<file path="src/rtl/busReqPkg.sv">
package busReqPkg;

  typedef enum logic [2:0] {
    ST_IDLE,
    ST_REQ,
    ST_OWN,
    ST_FWD,
    ST_HOLD
  } reqState_e;

  typedef struct packed {
    logic lvlLoad;
    logic reqDrive;
    logic claim;
    logic fwdOwn;
  } ctrlStrb_t;

endpackage

</file>
<file path="src/rtl/grantSync.sv">
module grantSync #(
  parameter int NUM_LEVELS  = 4,
  parameter int SYNC_STAGES = 2
) (
  input  logic                  clk,
  input  logic                  rstN,
  input  logic [NUM_LEVELS-1:0] grantIn,
  output logic [NUM_LEVELS-1:0] gSync,
  output logic [NUM_LEVELS-1:0] gQual
);

  logic [NUM_LEVELS-1:0] gPrev;

  for (genvar i = 0; i < NUM_LEVELS; i++) begin : g_lvl
    logic [SYNC_STAGES-1:0] chain;
    always_ff @(posedge clk or negedge rstN) begin
      if (!rstN) chain <= '0;
      else       chain <= {chain[SYNC_STAGES-2:0], grantIn[i]};
    end
    assign gSync[i] = chain[SYNC_STAGES-1];
  end

  always_ff @(posedge clk or negedge rstN) begin
    if (!rstN) gPrev <= '0;
    else       gPrev <= gSync;
  end

  assign gQual = gSync & gPrev;

endmodule

</file>
<file path="src/rtl/reqDatapath.sv">
module reqDatapath
  import busReqPkg::*;
#(
  parameter int NUM_LEVELS = 4,
  localparam int LVL_W     = $clog2(NUM_LEVELS)
) (
  input  logic                  clk,
  input  logic                  rstN,
  input  ctrlStrb_t             strb,
  input  logic [LVL_W-1:0]      levelSel,
  input  logic [NUM_LEVELS-1:0] gSync,
  input  logic [NUM_LEVELS-1:0] gQual,
  input  logic [NUM_LEVELS-1:0] reqIn,
  output logic [LVL_W-1:0]      lvlQ,
  output logic                  ownSync,
  output logic                  ownQual,
  output logic                  ownReqIn,
  output logic [NUM_LEVELS-1:0] reqOut,
  output logic [NUM_LEVELS-1:0] grantOut,
  output logic                  busBusyOut,
  output logic                  owned
);

  logic [LVL_W-1:0] effLvl;

  assign effLvl = strb.lvlLoad ? levelSel : lvlQ;

  always_ff @(posedge clk or negedge rstN) begin
    if (!rstN) lvlQ <= '0;
    else       lvlQ <= effLvl;
  end

  assign ownSync  = gSync[effLvl];
  assign ownQual  = gQual[effLvl];
  assign ownReqIn = reqIn[effLvl];

  assign reqOut = strb.reqDrive ? (NUM_LEVELS'(1) << lvlQ) : '0;

  for (genvar i = 0; i < NUM_LEVELS; i++) begin : g_fwd
    assign grantOut[i] = (effLvl == LVL_W'(i)) ? strb.fwdOwn : gSync[i];
  end

  assign busBusyOut = strb.claim;
  assign owned      = strb.claim;

endmodule

</file>
<file path="src/rtl/reqCtrl.sv">
module reqCtrl
  import busReqPkg::*;
(
  input  logic      clk,
  input  logic      rstN,
  input  logic      xferReq,
  input  logic      xferDone,
  input  logic      fairMode,
  input  logic      busBusyIn,
  input  logic      ownSync,
  input  logic      ownQual,
  input  logic      ownReqIn,
  output ctrlStrb_t strb
);

  reqState_e stateQ, stateD;

  always_comb begin
    stateD = stateQ;
    unique case (stateQ)
      ST_IDLE: begin
        if (ownQual)                              stateD = ST_FWD;
        else if (xferReq && !(fairMode && ownReqIn)) stateD = ST_REQ;
      end
      ST_REQ: begin
        if (!xferReq)                    stateD = ST_IDLE;
        else if (ownQual && !busBusyIn)  stateD = ST_OWN;
      end
      ST_OWN:  if (xferDone) stateD = ST_HOLD;
      ST_FWD:  if (!ownSync) stateD = ST_IDLE;
      ST_HOLD: if (!ownSync) stateD = ST_IDLE;
      default: stateD = ST_IDLE;
    endcase
  end

  always_ff @(posedge clk or negedge rstN) begin
    if (!rstN) stateQ <= ST_IDLE;
    else       stateQ <= stateD;
  end

  always_comb begin
    strb.lvlLoad  = (stateQ == ST_IDLE);
    strb.reqDrive = (stateQ == ST_REQ) || (stateQ == ST_OWN);
    strb.claim    = (stateQ == ST_OWN);
    strb.fwdOwn   = (stateQ == ST_FWD);
  end

endmodule

</file>
<file path="src/rtl/busReqChain.sv">
module busReqChain
  import busReqPkg::*;
#(
  parameter int NUM_LEVELS  = 4,
  parameter int SYNC_STAGES = 2,
  localparam int LVL_W      = $clog2(NUM_LEVELS)
) (
  input  logic                  clk,
  input  logic                  rstN,
  input  logic [LVL_W-1:0]      levelSel,
  input  logic                  fairMode,
  input  logic                  xferReq,
  input  logic                  xferDone,
  input  logic [NUM_LEVELS-1:0] grantIn,
  input  logic [NUM_LEVELS-1:0] reqIn,
  input  logic                  busBusyIn,
  output logic [NUM_LEVELS-1:0] reqOut,
  output logic [NUM_LEVELS-1:0] grantOut,
  output logic                  busBusyOut,
  output logic                  owned
);

  ctrlStrb_t             strb;
  logic [NUM_LEVELS-1:0] gSync, gQual;
  logic [LVL_W-1:0]      curLvl;
  logic                  ownSync, ownQual, ownReqIn;

  grantSync #(.NUM_LEVELS(NUM_LEVELS), .SYNC_STAGES(SYNC_STAGES)) u_sync (
    .clk(clk), .rstN(rstN), .grantIn(grantIn), .gSync(gSync), .gQual(gQual)
  );

  reqCtrl u_ctrl (
    .clk(clk), .rstN(rstN), .xferReq(xferReq), .xferDone(xferDone),
    .fairMode(fairMode), .busBusyIn(busBusyIn), .ownSync(ownSync),
    .ownQual(ownQual), .ownReqIn(ownReqIn), .strb(strb)
  );

  reqDatapath #(.NUM_LEVELS(NUM_LEVELS)) u_dp (
    .clk(clk), .rstN(rstN), .strb(strb), .levelSel(levelSel),
    .gSync(gSync), .gQual(gQual), .reqIn(reqIn), .lvlQ(curLvl),
    .ownSync(ownSync), .ownQual(ownQual), .ownReqIn(ownReqIn),
    .reqOut(reqOut), .grantOut(grantOut), .busBusyOut(busBusyOut),
    .owned(owned)
  );

endmodule

</file>
<file path="config.mk">
export PLATFORM = sky130hd
export DESIGN_NAME = busReqChain
export DESIGN_NICKNAME = d
export VERILOG_FILES = /design/src/rtl/busReqPkg.sv /design/src/rtl/grantSync.sv /design/src/rtl/reqDatapath.sv /design/src/rtl/reqCtrl.sv /design/src/rtl/busReqChain.sv
export SDC_FILE = /design/constraint.sdc
export NUM_CORES = 1
export LEC_CHECK = 0
export BUFFER_PORTS_ARGS = -buffer_cell sky130_fd_sc_hd__buf_2
export CORE_UTILIZATION = 42
export CTS_BUF_LIST = sky130_fd_sc_hd__clkbuf_8
export DETAILED_ROUTE_END_ITERATION = 12
export GPL_TIMING_DRIVEN = 0
export PLACE_DENSITY = 0.65
export REMOVE_ABC_BUFFERS = 1
export SLEW_MARGIN = 20
export SYNTH_ARGS = -nofsm -noshare
export SYNTH_HDL_FRONTEND = slang
export SYNTH_SLANG_ARGS = --single-unit
</file>
<file path="constraint.sdc">
create_clock -name clk -period 2.2 [get_ports clk]
set_clock_uncertainty 0.1 [all_clocks]
set_input_delay 0.22 -clock clk [delete_from_list [all_inputs] [get_ports clk]]
set_output_delay 0.22 -clock clk [all_outputs]
set_load 0.1 [all_outputs]
</file>
==> results of run 1 <==
## registers in the layout (all words and copies together), names as in the netlist
| register | cells |
|---|---|
| u_sync.g_lvl.chain | 8 |
| u_sync.gPrev | 4 |
| u_ctrl.stateQ | 3 |
| u_dp.lvlQ | 2 |
## per-layer routing
metal	GRT usage, %	routed length [um]	vias to the layer above
met5	0	0	-
met4	4.29	12	0
met2	38.5	1390	20
met1	22.3	931	407
met3	1.85	59	2
li1	-	-	392
## cell families after synthesis
group,after synthesis,synth area share (%)
buffers and inverters,10,6.06
muxes,12,14.6
and+or+nand+nor,30,20.6
xor gates and xnor gates,1,0.922
DFF,17,44.8
AOI/OAI and AO/OA,11,13.0
## Yosys cell counts, types with 2 or more instances
master,number
nand2_1,10
inv_1,6
dfrtp_1,17
a21oi_1,3
nor3_1,3
buf_6,2
or2_2,2
mux2_4,2
mux2i_1,5
nor2_1,6
mux2_2,4
## placed cells by master (no fill, tap or decap), types with 4 or more instances in the layout
master | netlist | final
buf_12 | 0 | 5
buf_4 | 1 | 20
dfrtp_1 | 17 | 14
inv_1 | 6 | 6
dlygate4sd3_1 | 0 | 5
buf_2 | 1 | 15
nor2_1 | 6 | 4
clkbuf_4 | 0 | 4
nand2_1 | 10 | 9
mux2i_1 | 5 | 5
mux2_4 | 2 | 6
## timing repair
item	in CTS	in global routing
cloned	1	0
endpoints found under the hold margin	21	0
setup endpoints to repair	6	11
hold buffers	5	0
pin swaps	3	1
buffers inserted	20	2
resized for setup	27	15
## per-stage QoR
stage / area, um2 / util (%) / TNS (ps)
floorplan: 915 / - / -3110
global placement: 1070 / 52.6 / -1230
detailed placement: 1070 / 52.6 / -1130
CTS: 1440 / 70.4 / -638
global route: 1510 / 73.8 / -1280
finish: 1510 / 73.8 / -808
## final timing paths
kind,from,end,slack [ps],cells past startpoint
max,u_ctrl.stateQ[1]$_DFFE_PN0P_,u_ctrl.stateQ[1]$_DFFE_PN0P_,-180,8
min,u_sync.g_lvl[0].chain[0]$_DFF_PN0_,u_sync.g_lvl[0].chain[1]$_DFF_PN0_,250,0
max reg2reg,u_ctrl.stateQ[1]$_DFFE_PN0P_,u_ctrl.stateQ[1]$_DFFE_PN0P_,-180,8
min reg2reg,u_sync.g_lvl[0].chain[0]$_DFF_PN0_,u_sync.g_lvl[0].chain[1]$_DFF_PN0_,250,0
max in group asynchronous,rstN,u_ctrl.stateQ[0]$_DFFE_PN0P_,1370,2
min in group asynchronous,rstN,u_sync.g_lvl[1].chain[0]$_DFF_PN0_,330,2
## cell type report
cell class                 count  area, um2  area share, %
clock inverter                 1       3.75          0.249
inverter                       6       22.5           1.49
sequential                    17        429           28.5
timing repair buffer          52        439           29.1
multi-input combinational     55        538           35.7
clock buffer                   3       41.3           2.74
tap                           27       33.8           2.24
## worst max-delay path, cell delays in order, from the launching register on
cell and delay, ps:
dfrtp_2 460, o31a_4 400, buf_6 140, o211a_1 230
o211ai_1 290, o311ai_4 180, o311ai_4 130, buf_4 170
mux2i_1 190
==> impl_results.md, run 1 <==
* Status: finished with violations
* Failing checks: negative setup slack
* Kind of critical path: flop to flop
* Die height at slightly below 50 um
* Post-synth top area share at 44.8%
* Drt pass-1 iters at 4
* Reg clk slew, reported paths at 60 ps
* CTS Buf Count at 3
* GPL Wtd Cong at 0.723
* Fillers at 153
* Post-DP HPWL at 1320 um
* Setup-failing EPs final at 6
* CTS tree: yes
* Vias per cell at 5.10
* Vias in the first global route at roughly 830
* FF+latch count, synth at 17
* Root Buffer: clkbuf_8
* Netlist Area Pre-Place at 950 um2
* Die width at roughly 50 um
* Initial core utilization at 46.5%
* Slew @ Worst Pin at 393 ps
* Final min period at 2380 ps
* Post-DRT Antenna Nets at 0
* Synth warnings at 0
* Largest area contributor in the netlist: dfrtp_1
* Unique cell type count in the Yosys netlist at 32
* Number of max-cap violations at 0
* Fin Hold WS at 249 ps
* CTS H-Tree Depth at 1
* # diodes at 0
* Slew HR at 73.8%
* Drt drc at 0
* CP Launch Type: flop
* Number of flops mapped to enable cells by yosys at 0
* Layout area overhead at 58.8%
* Vias at 821
* Clk sink count at 17
* RSZ-0062 raised after global routing: yes
* Initial DRC Count at 8
* Async SR Flop Fraction at 100%
* Fmax at 420 MHz
* Fin cells at 161
* Worst EP arrival at 2440 ps
* WL final at 2390 um
* Tightest Hold Check Type: flop to flop
* IO Pins at 26
* Final cycle utilization of the critical path at 108%
* Die Footprint at 2460 um2
* Max Root-Sink Buffers at 2
* Layout cells sized above 1 at 58.2%
* Post-Synthesis Cells at 81
* Hold Vio Cnt, Final at 0
* Synth area leaders: dfrtp_1 45%, mux2i_1 5.3%, mux2_2 4.7%
* Slew Viols, Final at 0
* Register area share after synthesis at 44.8%
* Routed length per instance at 14.9 um
* Syn Area/Cell at about 12 um2
* Std-Cell Core Area at ~2000 um2
* Crit path max fanout at 4
* Initial antenna violation count at 0
* Endpoint type of the worst setup path: flop
* IO buf count at 25
* Placed instance count at between 100 and 150
* Final nets at 151
* Largest net degree at the start of global routing at 18
* Final worst setup slack at -178 ps
* Row count at 16
* Later-pin clock latency in the skew report at 250 ps
* Worst slack, placed at -290 ps
* Grt ovf at 0
* First-pass GRT wire length at roughly 3700 um
* Total track usage at 19.6%
* Req. time, crit path at 2260 ps
* Synth Flop Type: dfrtp_1
Power of run 1 is left out: the tool's default activity adds up to more than one toggle a clock period on the data nets, which glitch-free logic cannot reach.
==> run 2: changes to the inputs <==
CORE_UTILIZATION = 43   (was 42)
PLACE_DENSITY = 0.66   (was 0.65)
==> impl_results.md, run 2 (synthesis results as in run 1) <==
* Status: finished with violations (unchanged)
* Failing checks: negative setup slack (unchanged)
* Initial DRC Count at 13 (was 8)
* Number of max-cap violations at 0 (unchanged)
* Worst flop-to-flop path endpoint: u_ctrl.stateQ[2]$_DFFE_PN0P_ (was u_ctrl.stateQ[1]$_DFFE_PN0P_)
* Post-DRT Antenna Nets at 0 (unchanged)
* Crit path to: grantOut[2] (was u_ctrl.stateQ[1]$_DFFE_PN0P_)
* Critical path cell sequence: buf_6 > nor3_4 > mux2i_4 > inv_2 > nor2_4 > mux2_4 > buf_12 (was o31a_4 > buf_6 > o211a_1 > o211ai_1 > o311ai_4 > o311ai_4 > buf_4 > mux2i_1)
* Slew Viols, Final at 0 (unchanged)
* Final nets at 152 (was 151)
* Kind of critical path: flop to primary output (was flop to flop)
* Layout area overhead at 63.1% (was 58.8%)
* Hold Vio Cnt, Final at 0 (unchanged)
* Setup-failing EPs final at 6 (unchanged)
* RSZ-0062 raised after global routing: yes (unchanged)
* R2R Path Start: u_ctrl.stateQ[2]$_DFFE_PN0P_ (was u_ctrl.stateQ[1]$_DFFE_PN0P_)
* Largest reg by FF count: u_sync.g_lvl.chain (unchanged)
* Largest net degree at the start of global routing at 18 (unchanged)
* Crit path max-delay cell type: dfrtp_2 (unchanged)
* Post-layout util at 76.6% (was 73.8%)
* IO buf count at 25 (unchanged)
* CP Launch Type: flop (unchanged)
* Worst EP arrival at 2060 ps (was 2440 ps)
* Crit path launch: u_ctrl.stateQ[1]$_DFFE_PN0P_ (unchanged)
* Clk sink count at 17 (unchanged)
* Drt pass-1 iters at 4 (unchanged)
* Reg clk slew, reported paths at 60 ps (about the same)
* Slew HR at 74.7% (was 73.8%)
* Vias per cell at 4.94 (was 5.10)
* Final min period at 2380 ps (about the same)
* Commonest non-fill, non-tap cell in the layout: buf_4 (unchanged)
* FF-to-FF setup slack at -160 ps (was -180 ps)
* Fmax at 420 MHz (about the same)
* Worst reg2reg path depth at 7 (was 8)
* Initial core utilization at 47.0% (was 46.5%)
* Fillers at 126 (was 153)
* Later-pin clock latency in the skew report at 250 ps (about the same)
* Grt ovf at 0 (unchanged)
* First-pass GRT wire length at 3940 um (was 3700 um)
* Vias at 800 (was 821)
* Slew @ Worst Pin at 379 ps (was 393 ps)
* Most frequent cells in the layout: 21 x buf_4, 15 x buf_2, 14 x dfrtp_1, 8 x nand2_1 (was 20 x buf_4, 15 x buf_2, 14 x dfrtp_1, 9 x nand2_1)
* GPL Wtd Cong at 0.743 (was 0.723)
* Req. time, crit path at 1880 ps (was 2260 ps)
* Total track usage at 22.3% (was 19.6%)
* Crit path max fanout at 4 (unchanged)
* Vias in the first global route at 890 (was 833)
* Tightest Hold Check Type: flop to flop (unchanged)
* Final cycle utilization of the critical path at 108% (about the same)
* Die Footprint at 2400 um2 (was 2460 um2)
* IO Pins at 26 (unchanged)
* Root Buffer: clkbuf_8 (unchanged)
* Setup TNS at -904 ps (was -808 ps)
* Routed length per instance at 14.5 um (was 14.9 um)
* Post-DP HPWL at 1240 um (was 1320 um)
* Critical Path Max Stage Delay at 440 ps (was 460 ps)
* Max Root-Sink Buffers at 2 (unchanged)
* Die width at 49.0 um (was 49.6 um)
* Layout cells sized above 1 at 61.5% (was 58.2%)
* CTS Buf Count at 3 (unchanged)
* Endpoint type of the worst setup path: primary output (was flop)
* Final worst setup slack at -180 ps (was -178 ps)
* Row count at 16 (unchanged)
* Largest register FFs at 8 (unchanged)
* Drt drc at 0 (unchanged)
* Std-Cell Core Area at 2020 um2 (was 2040 um2)
* Die height at 49.0 um (was 49.6 um)
* # diodes at 0 (unchanged)
* Top flop regs: u_sync.g_lvl.chain (8), u_sync.gPrev (4), u_ctrl.stateQ (3) (unchanged)
* CTS tree: yes (unchanged)
* CTS H-Tree Depth at 1 (unchanged)
* WL final at 2360 um (was 2390 um)
* Initial antenna violation count at 0 (unchanged)
* Fin Hold WS at 249 ps (about the same)
-- run 2: what timing repair did --
item | 4_1_cts | 5_1_grt
endpoints found under the hold margin | 21 | 0
gates resized for setup | 31 | 19
gates cloned | 0 | 0
buffers inserted | 23 | 1
pin swaps | 7 | 7
hold buffers | 5 | 0
setup endpoints to repair | 6 | 12
-- run 2: area by class of cell --
type / instances / area, um2 / area share [%]
repair buffers: 54 / 465 / 30.0
multi-input cells: 54 / 553 / 35.7
clock inverters: 1 / 3.75 / 0.242
clock buffers: 3 / 41.3 / 2.67
inverters: 6 / 22.5 / 1.45
well taps: 27 / 33.8 / 2.18
flip-flops and latches: 17 / 429 / 27.7
-- run 2: how the worst min path moves through the flow --
stage / from / end / cells past startpoint
final: u_sync.g_lvl[3].chain[0]$_DFF_PN0_ / u_sync.g_lvl[3].chain[1]$_DFF_PN0_ / 0
after CTS: u_sync.g_lvl[3].chain[0]$_DFF_PN0_ / u_sync.g_lvl[3].chain[1]$_DFF_PN0_ / 0
after global placement: rstN / u_ctrl.stateQ[2]$_DFFE_PN0P_ / 1
after detailed placement: rstN / u_dp.lvlQ[1]$_DFF_PN0_ / 1
after global routing: u_sync.g_lvl[3].chain[0]$_DFF_PN0_ / u_sync.g_lvl[3].chain[1]$_DFF_PN0_ / 0
after floorplan: rstN / u_ctrl.stateQ[0]$_DFFE_PN0P_ / 0
-- run 2: metal layers --
metal	up-vias	global-route usage [%]	share of wire, %
met5	-	0	0
met4	0	8.82	1.4
met3	5	2.80	3.6
met2	28	43.3	56
met1	376	24.1	39
li1	391	-	-
-- run 2: per-stage QoR --
stage	cells	setup WS (ps)	cell area (um2)
2_1_floorplan	77	-1610	915
3_3_place_gp	129	-307	1070
3_5_place_dp	129	-319	1070
4_1_cts	161	-163	1460
5_1_grt	162	-246	1550
6_report	162	-180	1550
-- run 2: critical path, delay by kind of cell (launching register included) --
family	cells	cell delay (ps)
buffers and inverters	3	390
flip-flops	1	440
AND/OR/NAND/NOR	2	340
multiplexers	2	630
Power of run 2 is left out for the same reason.
==> run 3: changes to the inputs <==
SETUP_SLACK_MARGIN = 0.5   (was default)
==> impl_results.md, run 3 (synthesis results as in run 1) <==
* Status: finished with violations (unchanged)
* Failing checks: negative setup slack (unchanged)
* CTS tree: yes (unchanged)
* Tightest Hold Check Type: flop to flop (unchanged)
* Critical path cell sequence: o31a_4 > buf_4 > nor3_1 > o211ai_1 > o311ai_4 > o311ai_4 > mux2_4 (was buf_6 > nor3_4 > mux2i_4 > inv_2 > nor2_4 > mux2_4 > buf_12)
* Die height at 49.0 um (unchanged)
* Critical Path Max Stage Delay at 480 ps (was 440 ps)
* # diodes at 0 (unchanged)
* Fmax at 404 MHz (was 420 MHz)
* Largest delay share family, worst path: compound AO/OA/AOI/OAI gates (was multiplexers)
* Final min period at 2470 ps (was 2380 ps)
* Setup-failing EPs final at 6 (unchanged)
* Slew HR at 73.2% (was 74.7%)
* Sw Ratio at 48.3%
* Drt drc at 0 (unchanged)
* Flop pwr share at 15.7%
* Post-DP HPWL at 1240 um (unchanged)
* Crit path top cell by count: o311ai_4
* Setup TNS at -1180 ps (was -904 ps)
* Largest reg by FF count: u_sync.g_lvl.chain (unchanged)
* Req. time, crit path at 2240 ps (was 1880 ps)
* Total track usage at 23.8% (was 22.3%)
* Routed length per instance at 17.1 um (was 14.5 um)
* Die width at 49.0 um (unchanged)
* Lkg Pwr at a little under 0.0008 uW
* Largest net degree at the start of global routing at 18 (unchanged)
* Worst EP arrival at 2510 ps (was 2060 ps)
* CTS H-Tree Depth at 1 (unchanged)
* Final cycle utilization of the critical path at 112% (was 108%)
* Slew Viols, Final at 0 (unchanged)
* Row count at 16 (unchanged)
* Number of max-cap violations at 0 (unchanged)
* Kind of critical path: flop to flop (was flop to primary output)
* Layout area overhead at 76.5% (was 63.1%)
* GPL Wtd Cong at 0.743 (unchanged)
* IO buf count at 25 (unchanged)
* Hold Vio Cnt, Final at 0 (unchanged)
* Later-pin clock latency in the skew report at 250 ps (about the same)
* Layout cells sized above 1 at 68.1% (was 61.5%)
* Final nets at 155 (was 152)
* Vias per cell at 5.16 (was 4.94)
* Slew @ Worst Pin at 399 ps (was 379 ps)
* CTS Buf Count at 3 (unchanged)
* Largest register FFs at 8 (unchanged)
* Vias at 851 (was 800)
* Grt ovf at 0 (unchanged)
* Crit path max fanout at 4 (unchanged)
* IO Pins at 26 (unchanged)
* Vias in the first global route at 906 (was 890)
* Final worst setup slack at -273 ps (was -180 ps)
* Buf/Inv on CP at 1 (was 3)
* Endpoint type of the worst setup path: flop (was primary output)
* Max Root-Sink Buffers at 2 (unchanged)
* Initial antenna violation count at 0 (unchanged)
* Initial DRC Count at 18 (was 13)
* RSZ-0062 raised after global routing: yes (unchanged)
* Post-DRT Antenna Nets at 0 (unchanged)
* Power per cell area at 1820 nW/um2
* Crit path max-delay cell type: dfrtp_2 (unchanged)
* CP Launch Type: flop (unchanged)
* Top flop regs: u_sync.g_lvl.chain (8), u_sync.gPrev (4), u_ctrl.stateQ (3) (unchanged)
* NetSw at 1470 uW
* Fillers at 95 (was 126)
* Comb power frac at roughly three quarters
* Post-layout util at 82.9% (was 76.6%)
* Root Buffer: clkbuf_8 (unchanged)
* Int Power at 1570 uW
* Commonest non-fill, non-tap cell in the layout: buf_4 (unchanged)
* Drt pass-1 iters at 4 (unchanged)
* Initial core utilization at 47.0% (unchanged)
* Clock share of power at 7.4%
* Reg clk slew, reported paths at 60 ps (about the same)
* Most frequent cells in the layout: 19 x buf_4, 15 x buf_2, 14 x dfrtp_1, 9 x buf_12, 9 x buf_6 (was 21 x buf_4, 15 x buf_2, 14 x dfrtp_1, 8 x nand2_1)
* WL final at 2820 um (was 2360 um)
* Die Footprint at 2400 um2 (unchanged)
* Std-Cell Core Area at 2020 um2 (unchanged)
* Peak supply drop at 0.00161 V
* Clk sink count at 17 (unchanged)
* First-pass GRT wire length at 4200 um (was 3940 um)
## run 3: changes by cell type in the layout (fill, tap and decap cells not counted), sizes merged
cell / before / now
buf: 47 / 52
clkbuf: 5 / 3
## run 3: layout make-up
type | count | area, um2 | share of cell area, %
clock buffer | 3 | 41.3 | 2.46
sequential | 17 | 429 | 25.6
clock inverter | 1 | 3.75 | 0.224
tap | 27 | 33.8 | 2.01
multi-input combinational | 54 | 594 | 35.4
timing repair buffer | 57 | 549 | 32.8
inverter | 6 | 25.0 | 1.49
## run 3: through the flow
| step | hold slack [ps] | cell area [um2] | total power, uW | setup WS, ps | cells |
|---|---|---|---|---|---|
| after floorplan | -176 | 915 | 1590 | -1610 | 77 |
| after global placement | 56.1 | 1070 | 1750 | -307 | 129 |
| after detailed placement | 59.5 | 1070 | 1770 | -319 | 129 |
| after CTS | 252 | 1580 | 2780 | -163 | 163 |
| after global routing | 254 | 1680 | 3150 | -283 | 165 |
| final | 250 | 1680 | 3040 | -273 | 165 |
## run 3: final timing paths
kind | endpoint | cells after the start | slack [ps] | start
max | u_ctrl.stateQ[2]$_DFFE_PN0P_ | 7 | -270 | u_ctrl.stateQ[2]$_DFFE_PN0P_
min | u_sync.g_lvl[3].chain[1]$_DFF_PN0_ | 0 | 250 | u_sync.g_lvl[3].chain[0]$_DFF_PN0_
max reg2reg | u_ctrl.stateQ[2]$_DFFE_PN0P_ | 7 | -270 | u_ctrl.stateQ[2]$_DFFE_PN0P_
min reg2reg | u_sync.g_lvl[3].chain[1]$_DFF_PN0_ | 0 | 250 | u_sync.g_lvl[3].chain[0]$_DFF_PN0_
max in group asynchronous | u_ctrl.stateQ[0]$_DFFE_PN0P_ | 2 | 1380 | rstN
min in group asynchronous | u_dp.lvlQ[1]$_DFF_PN0_ | 2 | 320 | rstN
## run 3: timing repair
action,in CTS,in global routing
setup endpoints to repair,13,13
hold endpoints to repair,21,0
pin swaps,9,6
buffers inserted,25,2
hold buffers,5,0
gates resized for setup,58,17
## run 3: per-layer routing
layer,routed length [um],share of wire [%],GRT usage (%)
met4,25,0.89,8.82
met3,88,3.1,2.80
met2,1650,58,46.8
met5,0,0,0
met1,1060,37,25.7
## run 3: power groups by stage
stage / Sequential [uW] / Combinational [uW] / Clock [uW]
after floorplan: 457 / 1130 / 0
after global placement: 480 / 1270 / 0
after detailed placement: 479 / 1290 / 0
after CTS: 467 / 2090 / 230
after global routing: 490 / 2420 / 242
final: 479 / 2340 / 227
Note: power is estimated with default switching activity, not from simulation.
